[config.mk]
export PLATFORM = sky130hd
export DESIGN_NAME = sreg_port_master
export DESIGN_NICKNAME = d
export VERILOG_FILES = /design/src/rtl/sreg_pkg.sv /design/src/rtl/sreg_rst_sync.sv /design/src/rtl/sreg_ratio_reg.sv /design/src/rtl/sreg_clkgen.sv /design/src/rtl/sreg_sequencer.sv /design/src/rtl/sreg_port_master.sv
export SDC_FILE = /design/constraint.sdc
export NUM_CORES = 1
export LEC_CHECK = 0
export BUFFER_PORTS_ARGS = -buffer_cell sky130_fd_sc_hd__buf_2
export CAP_MARGIN = 25
export CORE_ASPECT_RATIO = 1.25
export CORE_MARGIN = 2
export CORE_UTILIZATION = 55
export CTS_BUF_LIST = sky130_fd_sc_hd__clkbuf_8
export DETAILED_ROUTE_END_ITERATION = 7
export GPL_TIMING_DRIVEN = 1
export PLACE_DENSITY = 0.76
export SLEW_MARGIN = 15
export SYNTH_ARGS = -nofsm -noshare
export SYNTH_HDL_FRONTEND = slang
export SYNTH_HIERARCHICAL = 1
export SYNTH_SLANG_ARGS = --single-unit
[constraint.sdc]
create_clock -name clk -period 2.3 [get_ports clk]
set_input_delay 0.345 -clock clk [delete_from_list [all_inputs] [get_ports clk]]
set_output_delay 0.345 -clock clk [all_outputs]
set_load 0.005 [all_outputs]
[src/rtl/sreg_pkg.sv]
package sreg_pkg;

  typedef enum logic [1:0] {
    SQ_IDLE  = 2'd0,
    SQ_SHIFT = 2'd1,
    SQ_TAIL  = 2'd2
  } sq_state_e;

endpackage

[src/rtl/sreg_rst_sync.sv]
module sreg_rst_sync (
  input  logic clk,
  input  logic arst_n,
  output logic rst_n
);

  logic [1:0] sync_q;

  always_ff @(posedge clk or negedge arst_n) begin
    if (!arst_n) sync_q <= 2'b00;
    else         sync_q <= {sync_q[0], 1'b1};
  end

  assign rst_n = sync_q[1];

endmodule

[src/rtl/sreg_ratio_reg.sv]
module sreg_ratio_reg #(
  parameter int RATIO_W   = 8,
  parameter int DEF_RATIO = 14
) (
  input  logic               clk,
  input  logic               rst_n,
  input  logic               wr_en,
  input  logic [RATIO_W-1:0] wr_val,
  input  logic               load,
  input  logic               busy,
  output logic [RATIO_W-1:0] ratio_o
);

  localparam logic [RATIO_W-1:0] MIN_R = RATIO_W'(2);
  localparam logic [RATIO_W-1:0] DEF_R = (DEF_RATIO < 2) ? MIN_R : RATIO_W'(DEF_RATIO);

  logic [RATIO_W-1:0] cfg_q, cfg_d;
  logic [RATIO_W-1:0] act_q, act_d;

  always_comb begin
    cfg_d = cfg_q;
    act_d = act_q;
    if (wr_en) cfg_d = (wr_val < MIN_R) ? MIN_R : wr_val;
    if (load)  act_d = cfg_q;
  end

  always_ff @(posedge clk or negedge rst_n) begin
    if (!rst_n) begin
      cfg_q <= DEF_R;
      act_q <= DEF_R;
    end else begin
      cfg_q <= cfg_d;
      act_q <= act_d;
    end
  end

  assign ratio_o = act_q;

  AST_RATIO_FLOOR: assert property (@(posedge clk) disable iff (!rst_n)
    ratio_o >= MIN_R);
  AST_RATIO_HOLD: assert property (@(posedge clk) disable iff (!rst_n)
    (busy && $past(busy)) |-> $stable(ratio_o));

endmodule

[src/rtl/sreg_clkgen.sv]
module sreg_clkgen #(
  parameter int RATIO_W = 8
) (
  input  logic               clk,
  input  logic               rst_n,
  input  logic               run,
  input  logic               rise_en,
  input  logic [RATIO_W-1:0] ratio,
  output logic               sck_o,
  output logic               rise_o,
  output logic               fall_o,
  output logic               mid_o
);

  logic [RATIO_W-1:0] cnt_q, cnt_d;
  logic               sck_q, sck_d;
  logic [RATIO_W-1:0] lo_len;
  logic               at_mid, at_wrap;

  assign lo_len  = ratio - (ratio >> 1);
  assign at_mid  = (cnt_q == lo_len - RATIO_W'(1));
  assign at_wrap = (cnt_q == ratio - RATIO_W'(1));

  always_comb begin
    cnt_d = cnt_q;
    sck_d = sck_q;
    if (!run) begin
      cnt_d = '0;
      sck_d = 1'b0;
    end else begin
      if (at_wrap) cnt_d = '0;
      else         cnt_d = cnt_q + RATIO_W'(1);
      if (at_mid && rise_en) sck_d = 1'b1;
      else if (at_wrap)      sck_d = 1'b0;
    end
  end

  always_ff @(posedge clk or negedge rst_n) begin
    if (!rst_n) begin
      cnt_q <= '0;
      sck_q <= 1'b0;
    end else begin
      cnt_q <= cnt_d;
      sck_q <= sck_d;
    end
  end

  assign sck_o  = sck_q;
  assign rise_o = run && rise_en && at_mid;
  assign fall_o = run && at_wrap;
  assign mid_o  = run && at_mid;

  AST_CNT_RANGE: assert property (@(posedge clk) disable iff (!rst_n)
    cnt_q < ratio);
  AST_EDGE_EXCL: assert property (@(posedge clk) disable iff (!rst_n)
    !(rise_o && fall_o));
  AST_SCK_REST: assert property (@(posedge clk) disable iff (!rst_n)
    !run |-> !sck_q);

endmodule

[src/rtl/sreg_sequencer.sv]
module sreg_sequencer
  import sreg_pkg::*;
#(
  parameter int ADDR_W = 7,
  parameter int DATA_W = 8
) (
  input  logic              clk,
  input  logic              rst_n,
  input  logic              req_valid,
  input  logic              req_write,
  input  logic [ADDR_W-1:0] req_addr,
  input  logic [DATA_W-1:0] req_wdata,
  output logic              req_ready,
  output logic              load_o,
  output logic              run_o,
  output logic              rise_en_o,
  input  logic              rise_i,
  input  logic              fall_i,
  input  logic              mid_i,
  input  logic              sdi,
  output logic              cs_n_o,
  output logic              rw_o,
  output logic              as_o,
  output logic              sdo_o,
  output logic              oe_o,
  output logic              done_o,
  output logic [DATA_W-1:0] rdata_o
);

  localparam int TOT    = ADDR_W + DATA_W;
  localparam int SLOT_W = $clog2(TOT + 2);
  localparam logic [SLOT_W-1:0] LAST_WR = SLOT_W'(TOT - 1);
  localparam logic [SLOT_W-1:0] LAST_RD = SLOT_W'(TOT);
  localparam logic [SLOT_W-1:0] A_END   = SLOT_W'(ADDR_W);

  sq_state_e         state_q, state_d;
  logic [SLOT_W-1:0] slot_q, slot_d, slot_nx, slot_last;
  logic [TOT-1:0]    sh_q, sh_d;
  logic [DATA_W-1:0] rx_q, rx_d;
  logic              cs_n_q, cs_n_d;
  logic              rw_q, rw_d;
  logic              as_q, as_d;
  logic              oe_q, oe_d;
  logic              done_q, done_d;
  logic              accept;

  assign req_ready = (state_q == SQ_IDLE);
  assign accept    = req_valid && req_ready;
  assign slot_nx   = slot_q + SLOT_W'(1);
  assign slot_last = rw_q ? LAST_RD : LAST_WR;

  always_comb begin
    state_d = state_q;
    slot_d  = slot_q;
    sh_d    = sh_q;
    rx_d    = rx_q;
    cs_n_d  = cs_n_q;
    rw_d    = rw_q;
    as_d    = as_q;
    oe_d    = oe_q;
    done_d  = 1'b0;
    unique case (state_q)
      SQ_IDLE: begin
        if (accept) begin
          state_d = SQ_SHIFT;
          slot_d  = '0;
          cs_n_d  = 1'b0;
          rw_d    = !req_write;
          as_d    = 1'b1;
          oe_d    = 1'b1;
          sh_d    = {req_addr, (req_write ? req_wdata : {DATA_W{1'b0}})};
          rx_d    = '0;
        end
      end
      SQ_SHIFT: begin
        if (rise_i && rw_q && (slot_q > A_END)) begin
          rx_d = {rx_q[DATA_W-2:0], sdi};
        end
        if (fall_i) begin
          if (slot_q == slot_last) begin
            state_d = SQ_TAIL;
            as_d    = 1'b0;
            oe_d    = 1'b0;
            sh_d    = '0;
          end else begin
            slot_d = slot_nx;
            sh_d   = {sh_q[TOT-2:0], 1'b0};
            as_d   = (slot_nx < A_END);
            oe_d   = rw_q ? (slot_nx < A_END) : 1'b1;
          end
        end
      end
      SQ_TAIL: begin
        if (mid_i) begin
          state_d = SQ_IDLE;
          cs_n_d  = 1'b1;
          rw_d    = 1'b0;
          done_d  = 1'b1;
        end
      end
      default: state_d = SQ_IDLE;
    endcase
  end

  always_ff @(posedge clk or negedge rst_n) begin
    if (!rst_n) begin
      state_q <= SQ_IDLE;
      slot_q  <= '0;
      sh_q    <= '0;
      rx_q    <= '0;
      cs_n_q  <= 1'b1;
      rw_q    <= 1'b0;
      as_q    <= 1'b0;
      oe_q    <= 1'b0;
      done_q  <= 1'b0;
    end else begin
      state_q <= state_d;
      slot_q  <= slot_d;
      sh_q    <= sh_d;
      rx_q    <= rx_d;
      cs_n_q  <= cs_n_d;
      rw_q    <= rw_d;
      as_q    <= as_d;
      oe_q    <= oe_d;
      done_q  <= done_d;
    end
  end

  assign load_o    = accept;
  assign run_o     = (state_q != SQ_IDLE);
  assign rise_en_o = (state_q == SQ_SHIFT);
  assign cs_n_o    = cs_n_q;
  assign rw_o      = rw_q;
  assign as_o      = as_q;
  assign sdo_o     = sh_q[TOT-1];
  assign oe_o      = oe_q;
  assign done_o    = done_q;
  assign rdata_o   = rx_q;

  AST_LINES_AT_FALL: assert property (@(posedge clk) disable iff (!rst_n)
    (!cs_n_q && $past(!cs_n_q) && !$past(fall_i)) |->
      ($stable(as_q) && $stable(oe_q) && $stable(sh_q[TOT-1]) && $stable(rw_q)));
  AST_DONE_PULSE: assert property (@(posedge clk) disable iff (!rst_n)
    done_q |=> !done_q);
  AST_DONE_AT_RELEASE: assert property (@(posedge clk) disable iff (!rst_n)
    done_q |-> (cs_n_q && $past(!cs_n_q)));
  AST_READY_QUIET: assert property (@(posedge clk) disable iff (!rst_n)
    req_ready |-> (cs_n_q && !oe_q));
  AST_READ_RELEASE: assert property (@(posedge clk) disable iff (!rst_n)
    (!cs_n_q && rw_q && !as_q) |-> !oe_q);
  AST_WRITE_DRIVE: assert property (@(posedge clk) disable iff (!rst_n)
    (state_q == SQ_SHIFT && !rw_q) |-> oe_q);

endmodule

[src/rtl/sreg_port_master.sv]
module sreg_port_master #(
  parameter int ADDR_W    = 7,
  parameter int DATA_W    = 8,
  parameter int RATIO_W   = 8,
  parameter int DEF_RATIO = 14
) (
  input  logic               clk,
  input  logic               rst_n,
  input  logic               cfg_we,
  input  logic [RATIO_W-1:0] cfg_ratio,
  input  logic               req_valid,
  output logic               req_ready,
  input  logic               req_write,
  input  logic [ADDR_W-1:0]  req_addr,
  input  logic [DATA_W-1:0]  req_wdata,
  output logic               rsp_done,
  output logic [DATA_W-1:0]  rsp_rdata,
  output logic               sck,
  output logic               cs_n,
  output logic               rw,
  output logic               strobe,
  output logic               sdo,
  output logic               sdo_oe,
  input  logic               sdi
);

  logic               rst_sync_n;
  logic [RATIO_W-1:0] ratio_act;
  logic               load, run, rise_en, rise, fall, mid;

  sreg_rst_sync u_rst (
    .clk    (clk),
    .arst_n (rst_n),
    .rst_n  (rst_sync_n)
  );

  sreg_ratio_reg #(.RATIO_W(RATIO_W), .DEF_RATIO(DEF_RATIO)) u_ratio (
    .clk     (clk),
    .rst_n   (rst_sync_n),
    .wr_en   (cfg_we),
    .wr_val  (cfg_ratio),
    .load    (load),
    .busy    (run),
    .ratio_o (ratio_act)
  );

  sreg_clkgen #(.RATIO_W(RATIO_W)) u_clk (
    .clk     (clk),
    .rst_n   (rst_sync_n),
    .run     (run),
    .rise_en (rise_en),
    .ratio   (ratio_act),
    .sck_o   (sck),
    .rise_o  (rise),
    .fall_o  (fall),
    .mid_o   (mid)
  );

  sreg_sequencer #(.ADDR_W(ADDR_W), .DATA_W(DATA_W)) u_seq (
    .clk       (clk),
    .rst_n     (rst_sync_n),
    .req_valid (req_valid),
    .req_write (req_write),
    .req_addr  (req_addr),
    .req_wdata (req_wdata),
    .req_ready (req_ready),
    .load_o    (load),
    .run_o     (run),
    .rise_en_o (rise_en),
    .rise_i    (rise),
    .fall_i    (fall),
    .mid_i     (mid),
    .sdi       (sdi),
    .cs_n_o    (cs_n),
    .rw_o      (rw),
    .as_o      (strobe),
    .sdo_o     (sdo),
    .oe_o      (sdo_oe),
    .done_o    (rsp_done),
    .rdata_o   (rsp_rdata)
  );

endmodule

==> results.py, run 1 <==
metrics = {
    "run_status": {
        "status": "complete, but fails checks",
        "failed_checks": "negative setup slack",
    },
    "synth": {
        "syn-num-nets": 386,
        "synthCells": 339,
        "synth_seq_cells": 62,
        "syn_area_per_cell_sq_um": 10.5,
        "synth-edff-count": 0,
        "synth_mux_area_share_pct": 7.03,
        "synth_ff_type": "dfrtp_1",
        "synth_top_family_by_area": "simple AND/OR/NAND/NOR gates",
        "synth_cell_types": 63,
        "synth_compound_area_share_pct": 11.2,
        "synth_adder_area_share_pct": 6.82,
        "synth_simple_gate_area_share_pct": 17.4,
        "netlist_area_sq_um": 3560,
        "synthArstFlopShare_pct": 100,
        "ys_seq_area_share_pct": 43.8,
        "ys_warn_count": 6,
        "synth_xor_area_share_pct": 8.33,
    },
    "setup_path": {
        "slowest_stage": "dfstp_2",
        "crit_chain": "buf_4, buf_6, fa_2, nand2b_1, buf_4, a211o_1, o21ai_2, a211oi_4, nor3_2, o311ai_4, nor2_4, mux2_4",
        "end_kind": "register",
        "startpoint_type": "register",
        "required_ns": 2.53,
        "crit_fanout": 5,
        "cp_common_cell": "buf_4",
        "crit_buf_inv": 3,
        "critPathKind": "register to register",
        "cp_data_arrival_time_ns": 3.06,
        "cp_top_family": "compound AO/OA/AOI/OAI gates",
        "cpPeakStageDelay_ns": 0.56,
    },
    "pwr": {
        "pwr-share-comb_pct": 3.4,
        "vdd_drop_max_mv": 0.437,
        "total_power_mw": 2.07,
        "switching_power_mw": 0.479,
        "p_seq_share_pct": 54.6,
        "power_frac_clock_pct": 42.0,
        "p_sw_share_pct": 23.2,
        "p_leak_nw": 2.23,
        "p_int_mw": 1.59,
        "powerDensity_nw_per_um2": 427,
    },
    "sta": {
        "layout_min_cycle_time_ns": 2.83,
        "period_share_pct": 123,
        "final.setup_skew_ns": 0.00747,
        "worstMarginPinSlew_ns": 0.676,
        "finalSetupViolations": 36,
        "fmax_ghz": 0.353,
        "slew_violations": 0,
        "slew_headroom_pct": 54.9,
        "rsz0062_at_grt": "yes",
        "fin_ws_ns": -0.531,
        "hold_viol": 0,
    },
    "place": {
        "io_buffers": 44,
        "dpl.hpwl_um": 5880,
        "place.gp.congestion": 0.853,
        "place_inst": 495,
    },
    "clock_tree": {
        "cts-htree-levels": 3,
        "cts_tree": "done",
        "cts_buffer_depth": 2,
        "clk_pin_slew_ns": 0.07,
        "clk_latency_ns": 0.35,
        "clock_sinks": 62,
        "root_buffer": "clkbuf_8",
        "cts_buffers": 9,
    },
    "finish": {
        "area_growth_pct": 36.1,
        "fin_nets": 486,
        "layout.cells.non_filler": 529,
        "final_common_cell": "dfrtp_1",
        "diodes": 0,
        "drive_above_1_share_pct": 46.4,
        "final_cell_mix": "54 x dfrtp_1, 44 x buf_2, 38 x buf_4, 21 x inv_1, 21 x nand2_1",
    },
    "floorplan": {
        "dieWidth_um": 75.9,
        "fp.coreArea_sq_um": 6210,
        "die-area_sq_um": 7130,
        "start_util_pct": 57.3,
        "die_h_um": 93.9,
        "row_count": 32,
        "io-pin-count": 45,
    },
    "grt": {
        "grt_use_total_pct": 27.4,
        "grt_max_degree": 32,
        "grt_antenna_before_repair": 0,
        "grt-ovfl-total": 0,
        "grt_pass1_wl_um": 15100,
        "grt_pass1_vias": 3175,
    },
    "drt": {
        "routedWlPerCell_um": 18.1,
        "drtIter0Drc": 215,
        "ant_nets": 0,
        "via_per_inst": 5.68,
        "drcViolationCount": 0,
        "first_pass_iters": 6,
        "vias": 3006,
        "routed_wl_um": 9580,
    },
    "hold_path": {
        "hold_class": "primary input to register",
    },
    "run": {
        "cap_violations": 0,
    },
}
[worst paths after layout]
check / from / endpoint / slack, ns / depth (start not counted)
max in group asynchronous: u_rst/sync_q[1] / u_seq/cs_n_o / 1.32 / 1
worst min-delay path: cfg_ratio[2] / u_ratio/cfg_q[1] / 0.18 / 2
worst max register to register: u_ratio/ratio_o[1] / u_seq/rdata_o[0] / -0.53 / 12
min in group asynchronous: rst_n / u_rst/sync_q[0] / 0.31 / 2
worst max-delay path: u_ratio/ratio_o[1] / u_seq/rdata_o[0] / -0.53 / 12
worst min register to register: u_rst/sync_q[1] / u_seq/sh_q[8] / 0.31 / 0
[per-stage QoR]
stage               utilization (%)  setup WS (ns)  setup TNS (ns)  hold WS, ns  instance area (sq um)
finish                         78.1         -0.531          -13.85        0.178                   4840
global route                   78.1         -0.641          -17.92        0.182                   4840
CTS                            75.4         -0.490          -13.16        0.171                   4680
detailed placement             67.4         -0.587          -13.05        0.137                   4190
global placement               67.4         -0.472           -9.99        0.129                   4190
floorplan                         -         -0.470           -4.99       0.0494                   3640
[timing repair]
item / in CTS / in global routing
resized for setup: 30 / 45
hold endpoints to repair: 2 / 0
hold buffers: 1 / 0
gates cloned: 5 / 0
endpoints found under the setup margin: 36 / 44
pin swaps: 20 / 22
setup buffers: 10 / 6
[layer usage]
| metal | up-vias | wire [um] | global-route usage, % |
|---|---|---|---|
| li1 | 1385 | - | - |
| met1 | 1495 | 3540 | 29.3 |
| met2 | 96 | 5350 | 52.2 |
| met3 | 30 | 401 | 5.38 |
| met4 | 0 | 291 | 12.7 |
| met5 | - | 0 | 0 |
[power groups by stage]
stage / clock (mW) / sequential [mW] / combinational, mW
floorplan: 0 / 1.15 / 0.0263
global placement: 0 / 1.15 / 0.0657
detailed placement: 0 / 1.15 / 0.0688
CTS: 0.885 / 1.13 / 0.0702
global route: 0.929 / 1.13 / 0.0774
finish: 0.869 / 1.13 / 0.0694
[Yosys cell counts (2+ instances only)]
| library cell | number | area, sq um |
|---|---|---|
| a21oi_1 | 5 | 25.0 |
| a222oi_1 | 7 | 70.1 |
| a22o_1 | 2 | 17.5 |
| and3_1 | 3 | 18.8 |
| buf_2 | 6 | 30.0 |
| buf_6 | 4 | 45.0 |
| clkbuf_1 | 2 | 7.51 |
| dfrtp_1 | 55 | 1380 |
| dfstp_2 | 7 | 184 |
| ha_1 | 17 | 213 |
| inv_1 | 24 | 90.1 |
| inv_2 | 3 | 11.3 |
| mux2_2 | 16 | 180 |
| mux2_4 | 2 | 30.0 |
| mux2i_1 | 4 | 40.0 |
| nand2_1 | 33 | 124 |
| nand2b_1 | 7 | 43.8 |
| nand3_1 | 24 | 120 |
| nand3b_1 | 4 | 30.0 |
| nand4_1 | 8 | 50.1 |
| nor2_1 | 18 | 67.6 |
| nor2b_1 | 4 | 25.0 |
| nor3_1 | 3 | 15.0 |
| o211ai_1 | 4 | 30.0 |
| o21a_1 | 2 | 15.0 |
| o21ai_0 | 4 | 20.0 |
| o21ai_1 | 5 | 25.0 |
| xnor2_1 | 17 | 149 |
| xor2_1 | 15 | 131 |
[state kept, by name (all words and copies together), names as in the netlist, 2 cells and up]
signal and flops:
u_seq/rdata_o 8, u_seq/sh_q 15, u_clk/cnt_q 8, u_seq/slot_q 5, u_ratio/ratio_o 8, u_seq/state_q 2, u_rst/sync_q 2, u_ratio/cfg_q 8
[final cells by class]
| type | instances | area, sq um |
|---|---|---|
| Clock inverter | 5 | 26.3 |
| Timing Repair Buffer | 101 | 769 |
| Fill cell | 358 | 1360 |
| Multi-Input combinational cell | 238 | 2120 |
| Clock buffer | 11 | 151 |
| Tap cell | 85 | 106 |
| Sequential cell | 62 | 1560 |
| Inverter | 27 | 109 |
[logic make-up (layout without fill, tap and decap cells)]
kind of cell / Yosys count / count (layout)
fa+ha+maj: 19 / 19
other cells: 1 / 1
buf+inv: 40 / 144
flops: 62 / 62
xor+xnor: 33 / 33
compound gates: 46 / 47
mux: 22 / 22
simple gates: 116 / 116
Note: power is estimated with default switching activity, not from simulation.
==> run 2: changes to the inputs <==
--- a/config.mk
+++ b/config.mk
@@ -5,15 +5,14 @@
 export SDC_FILE = /design/constraint.sdc
 export NUM_CORES = 1
 export LEC_CHECK = 0
-export BUFFER_PORTS_ARGS = -buffer_cell sky130_fd_sc_hd__buf_2
 export CAP_MARGIN = 25
 export CORE_ASPECT_RATIO = 1.25
 export CORE_MARGIN = 2
-export CORE_UTILIZATION = 55
+export CORE_UTILIZATION = 50
 export CTS_BUF_LIST = sky130_fd_sc_hd__clkbuf_8
 export DETAILED_ROUTE_END_ITERATION = 7
+export DONT_BUFFER_PORTS = 1
 export GPL_TIMING_DRIVEN = 1
-export PLACE_DENSITY = 0.76
 export SLEW_MARGIN = 15
 export SYNTH_ARGS = -nofsm -noshare
 export SYNTH_HDL_FRONTEND = slang
==> results.py, run 2 (synthesized netlist as in run 1, its figures left out) <==
metrics = {
    "finish": {
        "regArea_sq_um": 1560,
        "area_growth_pct": 23.5,
        "largest_reg_flops": 15,
        "fin_nets": 432,
        "fin_area_sq_um": 4400,
        "drive_above_1_share_pct": 35.4,
        "final_common_cell": "dfrtp_1",
        "multiInputGateArea_sq_um": 2000,
        "final_cell_mix": "53 x dfrtp_1, 36 x buf_4, 30 x nand2_1, 22 x nand3_1, 21 x inv_1",
        "fill_cells": 573,
        "diodes": 0,
        "regMostFlops": "u_seq/sh_q",
    },
    "drt": {
        "ant_nets": 0,
        "routedWlPerCell_um": 16.5,
        "first_pass_iters": 7,
        "via_per_inst": 5.41,
        "vias": 2599,
        "drtIter0Drc": 112,
        "drcViolationCount": 0,
        "routed_wl_um": 7930,
    },
    "run_status": {
        "status": "complete, but fails checks",
        "failed_checks": "negative setup slack",
    },
    "setup_path": {
        "cp_data_arrival_time_ns": 2.98,
        "cp_top_family": "compound AO/OA/AOI/OAI gates",
        "cpPeakStageDelay_ns": 0.56,
        "critPathKind": "register to register",
        "startpoint_type": "register",
        "end_kind": "register",
        "crit_chain": "inv_4, buf_4, ha_4, nand3b_1, xnor2_2, a2111oi_4, nand4b_4, nor2_4, nand2_4, a21o_4, a222oi_1, inv_1",
        "crit_end": "u_seq/sh_q[12]",
        "required_ns": 2.51,
        "slowest_stage": "dfstp_2",
        "critical_path_depth": 12,
        "crit_buf_inv": 3,
        "crit_fanout": 8,
        "cp-startpoint": "u_ratio/ratio_o[1]",
        "reg2reg_depth": 12,
        "r2r-start": "u_ratio/ratio_o[1]",
        "r2r_end": "u_seq/sh_q[12]",
        "r2r_slack_ns": -0.47,
    },
    "clock_tree": {
        "cts_buffers": 9,
        "root_buffer": "clkbuf_8",
        "cts-htree-levels": 3,
        "clk_pin_slew_ns": 0.08,
        "clk_latency_ns": 0.34,
        "cts_buffer_depth": 2,
        "clock_sinks": 62,
        "cts_tree": "done",
    },
    "sta": {
        "fmax_ghz": 0.361,
        "rsz0062_at_grt": "yes",
        "period_share_pct": 120,
        "final.setup_skew_ns": 0.0125,
        "layout_min_cycle_time_ns": 2.77,
        "slew_violations": 0,
        "fin_ws_ns": -0.469,
        "hold_viol": 0,
        "finalSetupViolations": 44,
    },
    "floorplan": {
        "die-area_sq_um": 7810,
        "io-pin-count": 45,
        "fp.coreArea_sq_um": 6930,
        "start_util_pct": 51.3,
        "row_count": 34,
        "dieWidth_um": 79.5,
        "die_h_um": 98.3,
    },
    "pwr": {
        "total_power_mw": 2.12,
        "vdd_drop_max_mv": 0.439,
        "powerDensity_nw_per_um2": 483,
        "p_leak_nw": 1.92,
    },
    "grt": {
        "use_met2_pct": 38.8,
        "grt_use_total_pct": 22.1,
        "use_met1_pct": 25.6,
        "grt_pass1_vias": 2740,
        "grt-ovfl-total": 0,
        "grt.busiest_layer": "met2",
        "grt_max_degree": 22,
        "grt_pass1_wl_um": 13200,
        "grtUsageMet3_pct": 4.90,
        "grt_antenna_before_repair": 0,
    },
    "place": {
        "postPlaceCellArea_sq_um": 3960,
        "io_buffers": 0,
        "dpl.hpwl_um": 5760,
        "place.gp.congestion": 0.888,
    },
    "hold_path": {
        "hold_class": "primary input to register",
        "hold_path_startpoint": "cfg_ratio[3]",
    },
    "run": {
        "cap_violations": 0,
    },
}
## run 2: worst register-to-register path, delay by kind of cell (launching register included)
family | cells | cell delay, ns
DFF | 1 | 0.56
and+or+nand+nor | 4 | 0.59
buffers and inverters | 3 | 0.25
xor gates and xnor gates | 1 | 0.10
AOI/OAI and AO/OA | 3 | 1.00
adders and majority gates | 1 | 0.16
## run 2: final cells by class
cell class	instances	area share (%)
Multi-Input combinational cell	237	45.6
Tap cell	90	2.56
Clock buffer	9	2.82
Timing Repair Buffer	48	9.39
Sequential cell	62	35.6
Inverter	27	2.36
Clock inverter	7	1.71
## run 2: timing repair
action | 4_1_cts | 5_1_grt
hold endpoints to repair | 2 | 0
buffers inserted | 3 | 3
pin swaps | 8 | 4
hold buffers | 1 | 0
setup endpoints to repair | 35 | 44
gates cloned | 0 | 1
gates resized for setup | 14 | 29
## run 2: worst min-delay path by stage
stage | slack [ns] | to | cells after the start
floorplan | 0.05 | u_rst/sync_q[0] | 0
global placement | 0.05 | u_rst/sync_q[0] | 0
detailed placement | 0.05 | u_rst/sync_q[1] | 0
CTS | 0.03 | u_ratio/cfg_q[1] | 1
global route | 0.03 | u_ratio/cfg_q[1] | 1
finish | 0.05 | u_ratio/cfg_q[1] | 1
## run 2: routing by layer
metal	part of all wire, %	wire (um)	up-vias
met5	0	0	-
met4	2.3	182	0
met3	3.5	276	11
met2	54	4270	46
met1	40	3200	1273
li1	-	-	1269
## run 2: stage by stage
step / hold WS, ns / utilization, % / TNS [ns] / worst slack (ns) / cells
final: 0.0523 / 63.4 / -13.02 / -0.469 / 480
after global routing: 0.0277 / 63.4 / -20.18 / -0.628 / 480
after CTS: 0.0306 / 61.2 / -8.81 / -0.409 / 476
after detailed placement: 0.0494 / 57.1 / -11.01 / -0.480 / 456
after global placement: 0.0494 / 57.1 / -9.55 / -0.427 / 456
after floorplan: 0.0494 / - / -4.99 / -0.470 / 339
## run 2: power by group
group / internal, mW / switching [mW]
registers: 1.11 / 0.0148
logic: 0.0199 / 0.0202
clock network: 0.504 / 0.456
